--- config.mk ---
export PLATFORM = sky130hd
export DESIGN_NAME = uart_stop_tx
export DESIGN_NICKNAME = d
export VERILOG_FILES = /design/src/rtl/uart_stop_tx.sv
export SDC_FILE = /design/constraint.sdc
export NUM_CORES = 1
export LEC_CHECK = 0
export BUFFER_PORTS_ARGS = -buffer_cell sky130_fd_sc_hd__buf_2
export CAP_MARGIN = 10
export CORE_MARGIN = 4
export CORE_UTILIZATION = 53
export CTS_CLUSTER_SIZE = 20
export DETAILED_ROUTE_END_ITERATION = 12
export GPL_TIMING_DRIVEN = 0
export HOLD_SLACK_MARGIN = 0.02
export PLACE_DENSITY = 0.75
export SLEW_MARGIN = 20
export SYNTH_ARGS = -nofsm -noshare
export SYNTH_HDL_FRONTEND = slang
export SYNTH_SLANG_ARGS = --single-unit
--- constraint.sdc ---
create_clock -name clk -period 1.8 [get_ports clk]
set_input_delay 0.27 -clock clk [delete_from_list [all_inputs] [get_ports clk]]
set_output_delay 0.27 -clock clk [all_outputs]
set_load 0.005 [all_outputs]
--- src/rtl/uart_stop_tx.sv ---
module uart_stop_tx (
  input  logic       clk,
  input  logic       rst_n,
  input  logic       tick16,
  input  logic [7:0] in_data,
  input  logic       in_valid,
  output logic       in_ready,
  input  logic [1:0] cfg_len,
  input  logic       cfg_par_en,
  input  logic       cfg_par_odd,
  input  logic [3:0] cfg_stop,
  input  logic       cfg_cts_en,
  input  logic       cfg_x1,
  input  logic       cts,
  output logic       txd,
  output logic       tx_empty
);
  localparam int FW = 10;

  logic          hold_v, h_cts_en, h_x1;
  logic [FW-1:0] h_frame;
  logic [3:0]    h_nbits;
  logic [5:0]    h_stop;

  logic          busy, x1, stop_act;
  logic [FW-1:0] sh;
  logic [3:0]    bits_left, tcnt;
  logic [5:0]    stop_ld, stop_cnt;

  logic [3:0]    ndata;
  logic [7:0]    md;
  logic          par;
  logic [FW-1:0] fr;
  logic [5:0]    stop_t;
  logic          accept, stop_done, go;

  assign ndata  = 4'd5 + {2'b00, cfg_len};
  assign md     = in_data & (8'hFF >> (4'd8 - ndata));
  assign par    = (^md) ^ cfg_par_odd;
  assign stop_t = cfg_x1 ? (cfg_stop[3] ? 6'd2 : 6'd1)
                : {2'b00, cfg_stop} + ((cfg_stop[3] || cfg_len == 2'd0) ? 6'd17 : 6'd9);

  always_comb begin
    fr    = '1;
    fr[0] = 1'b0;
    for (int i = 0; i < 8; i++)
      if (i < int'(ndata)) fr[i+1] = md[i];
    if (cfg_par_en) fr[ndata + 4'd1] = par;
  end

  assign in_ready  = !hold_v;
  assign accept    = in_valid && in_ready;
  assign stop_done = stop_act && tick16 && stop_cnt == 6'd1;
  assign go        = hold_v && !busy && (!stop_act || stop_done) && (!h_cts_en || cts);
  assign txd       = busy ? sh[0] : 1'b1;
  assign tx_empty  = !hold_v && !busy && !stop_act;

  always_ff @(posedge clk or negedge rst_n) begin
    if (!rst_n) begin
      hold_v   <= 1'b0;
      h_frame  <= '1;
      h_nbits  <= '0;
      h_stop   <= '0;
      h_cts_en <= 1'b0;
      h_x1     <= 1'b0;
    end else if (accept) begin
      hold_v   <= 1'b1;
      h_frame  <= fr;
      h_nbits  <= 4'd1 + ndata + {3'b000, cfg_par_en};
      h_stop   <= stop_t;
      h_cts_en <= cfg_cts_en;
      h_x1     <= cfg_x1;
    end else if (go) begin
      hold_v   <= 1'b0;
    end
  end

  always_ff @(posedge clk or negedge rst_n) begin
    if (!rst_n) begin
      busy      <= 1'b0;
      x1        <= 1'b0;
      sh        <= '1;
      bits_left <= '0;
      tcnt      <= '0;
      stop_ld   <= '0;
      stop_act  <= 1'b0;
      stop_cnt  <= '0;
    end else begin
      if (stop_act && tick16) begin
        if (stop_cnt == 6'd1) stop_act <= 1'b0;
        else                  stop_cnt <= stop_cnt - 6'd1;
      end
      if (go) begin
        busy      <= 1'b1;
        sh        <= h_frame;
        bits_left <= h_nbits;
        tcnt      <= '0;
        x1        <= h_x1;
        stop_ld   <= h_stop;
      end else if (busy && tick16) begin
        if (x1 || tcnt == 4'd15) begin
          tcnt      <= '0;
          sh        <= {1'b1, sh[FW-1:1]};
          bits_left <= bits_left - 4'd1;
          if (bits_left == 4'd1) begin
            busy     <= 1'b0;
            stop_act <= 1'b1;
            stop_cnt <= stop_ld;
          end
        end else begin
          tcnt <= tcnt + 4'd1;
        end
      end
    end
  end
endmodule

==> flow_summary.yaml <==
outcome:
  status: "finished with violations"
  violations: "hold timing"
synthesis:
  synth_edf_count: 0
  yosysWarnings: 0
  syn_inst: 308
  synth_cell_types: 53
  yosysSeqAreaShare_pct: 47.70
  ys.flop_type: "dfrtp_1"
  async_reset_ff_share_pct: 100.0
  synth-seq-cells: 56
  synth_area_um2: 2990
  synth.avg_cell_area_um2: 9.709
  synth_fp_nets: 346
timing:
  tightest_slew_ns: 0.6918
  setup-violations-final: 0
  skew_ns: 0.01054
  whs_ns: -0.01020
  fmax_mhz: 576.3
  maxSlewViolCount: 0
  rsz0062_at_grt: "true"
  period_needed_ns: 1.735
  final_hold_viol_count: 8
  fin_crit_sh_pct: 96.40
  slew_headroom_pct: 53.88
finish:
  area_delta_synth_final_pct: 15.82
  fin_nets: 385
  finalInstanceArea_um2: 3463
  layout-drive-gt1-share_pct: 27.01
  diodes: 0
  fill_cells: 476
pwr:
  irDropWorstVdd_uv: 758.8
  leakage_nw: 1.630
  power.density_nw_per_um2: 1354
clocking:
  cts_inserted_buffers: 5
  clk_path_buf_depth: 2
  cts_sinks: 56
  cts_tree: "yes"
  clockRootBuffer: "clkbuf_8"
  cts.clk_slew.worst_paths_ns: 0.10
  clock_latency_ns: 0.31
  htree_levels: 2
detailed_routing:
  avgViaCountPerCell: 5.469
  drt_iter0_markers: 101
  route.antenna.remaining_nets: 0
  first_pass_iters: 4
  routed_wl_um: 6051
  drc: 0
  dr_total_vias: 2297
  wire_per_inst_um: 14.41
global_routing:
  antenna_found_initial: 0
  track_usage_pct: 18.14
  grt-ovfl-total: 0
  grt_max_degree: 57
  grt_pass1_vias: 2205
  grt_pass1_wl_um: 10360
hold_path:
  hold_path.class: "input pin to asynchronous set/reset pin"
worst_setup_path:
  critPathRequiredTime_ns: 2.04
  path_class: "flop to flop"
  crit_start: "stop_cnt[0]$_DFF_PN0_"
  r2r-start: "stop_cnt[0]$_DFF_PN0_"
  crit_fanout: 5
  critPathArrivalTime_ns: 1.98
  end_kind: "flop"
  start_kind: "flop"
floorplanning:
  row_count: 27
  io_pins: 26
  die_w_um: 83.12
  coreArea_um2: 5473
  start_util_pct: 54.64
  die_h_um: 83.12
  dieArea_um2: 6908
place:
  place_area_um2: 3208
  io_buffers: 25
  dp_hpwl_um: 4432
  gp_congestion: 0.8597
job:
  drv_cap: 0
[through the flow]
stage,power [W],utilization (%),setup TNS [ns],instances,setup WS (ns)
final,0.004689,63.28,0,420,0.06472
after global routing,0.005064,63.28,-0.1432,420,-0.04724
after CTS,0.004584,61.61,0,416,0.003068
after detailed placement,0.003848,58.62,-4.025,405,-0.4448
after global placement,0.003754,58.57,-3.039,405,-0.3881
after floorplan,0.003397,-,0,308,0.004479
[power by group]
group / switching, W / total [W] / internal [W]
logic: 0.000876 / 0.00166 / 0.000789
clock network: 0.000388 / 0.000662 / 0.000274
registers: 0.000428 / 0.00236 / 0.00193
[worst max-delay path, stage by stage (launching register included)]
cell and delay (ns):
dfrtp_2 0.45, buf_4 0.15, nor4_4 0.21, or3b_2 0.49, nor3_1 0.18, a21oi_1 0.06, a21oi_1 0.14
[kinds of logic after synthesis]
logic type,share of synthesized area (%)
simple gates,18.28
xor+xnor,4.142
fa+ha+maj,6.276
mux,5.439
compound gates,15.02
buf+inv,3.138
flops,47.70
[area by class of cell]
cell class	count	area, um^2	area share, %
clock buffers	7	76.32	2.204
flip-flops and latches	56	1431	41.33
well taps	72	90.09	2.601
clock inverters	1	5.005	0.1445
multi-input cells	231	1568	45.27
repair buffers	32	182.7	5.275
plain buffers	11	72.57	2.095
inverters	10	37.54	1.084
[cells in the mapped netlist, drive strengths merged, types with 2 or more instances]
library cell   n  area share, %
a211oi         3           0.75
a21o           2           0.50
a21oi         20            3.5
a22o           2           0.59
a31o           2           0.59
a31oi          4           0.84
a41oi          2           0.59
and2           4            1.0
and3           4           0.84
buf            5            1.1
clkbuf         6           0.75
dfrtp         36             30
dfstp         20             18
ha            15            6.3
inv           10            1.3
mux2           2           0.75
mux2i         14            4.7
nand2         69            8.7
nand2b         2           0.42
nand3          4           0.67
nor2          18            2.3
nor2b          3           0.63
nor3           6            1.0
nor4           2           0.92
o21a           2           0.50
o21ai         23            3.8
or3            2           0.42
xnor2          8            2.3
xnor3          2            1.5
[worst paths after layout]
path                       slack [ns]                endpoint  cells past startpoint
max in group asynchronous        1.31   stop_cnt[0]$_DFF_PN0_                      1
min                             -0.01  stop_ld[3]$_DFFE_PN0N_                      1
max                              0.06   stop_cnt[5]$_DFF_PN0_                      6
max reg2reg                      0.06   stop_cnt[5]$_DFF_PN0_                      6
min reg2reg                      0.46  stop_ld[0]$_DFFE_PN0N_                      2
min in group clk                 0.16  h_frame[3]$_DFFE_PN1P_                      3
[timing repair]
action                                  4_1_cts  5_1_grt
buffers inserted                              3        4
hold buffers                                  0        0
resized for setup                            13       21
hold endpoints to repair                      0        0
pin swaps                                     4        5
endpoints found under the setup margin       23       32
[routing by layer]
layer,track usage [%],vias to the layer above,wire [um]
li1,-,1145,-
met1,25.72,1100,2851
met2,28.28,46,2861
met3,3.770,6,261
met4,5.052,0,76
met5,0,-,0
[registers in the layout, summed over array words and instances (netlist names)]
register   flops
stop_cnt       6
stop_ld        6
h_x1           1
tcnt           4
h_cts_en       1
h_frame       10
busy           1
h_nbits        4
hold_v         1
x1             1
stop_act       1
sh            10
bits_left      4
h_stop         6
[cells in the final DEF (no fill, tap or decap), types with 3 or more instances in the layout]
master    instances
nand2_1          68
dfrtp_1          32
buf_2            23
dfstp_2          20
a21oi_1          18
o21ai_0          18
nor2_1           17
mux2i_1          14
ha_1             13
buf_4            10
inv_1             9
xnor2_1           7
clkbuf_1          7
nor3_1            6
o21ai_1           5
clkbuf_8          5
nand3_1           4
dfrtp_2           4
buf_6             3
a31oi_1           3
a211oi_1          3
and3_1            3
Note: power is estimated with default switching activity, not from simulation.
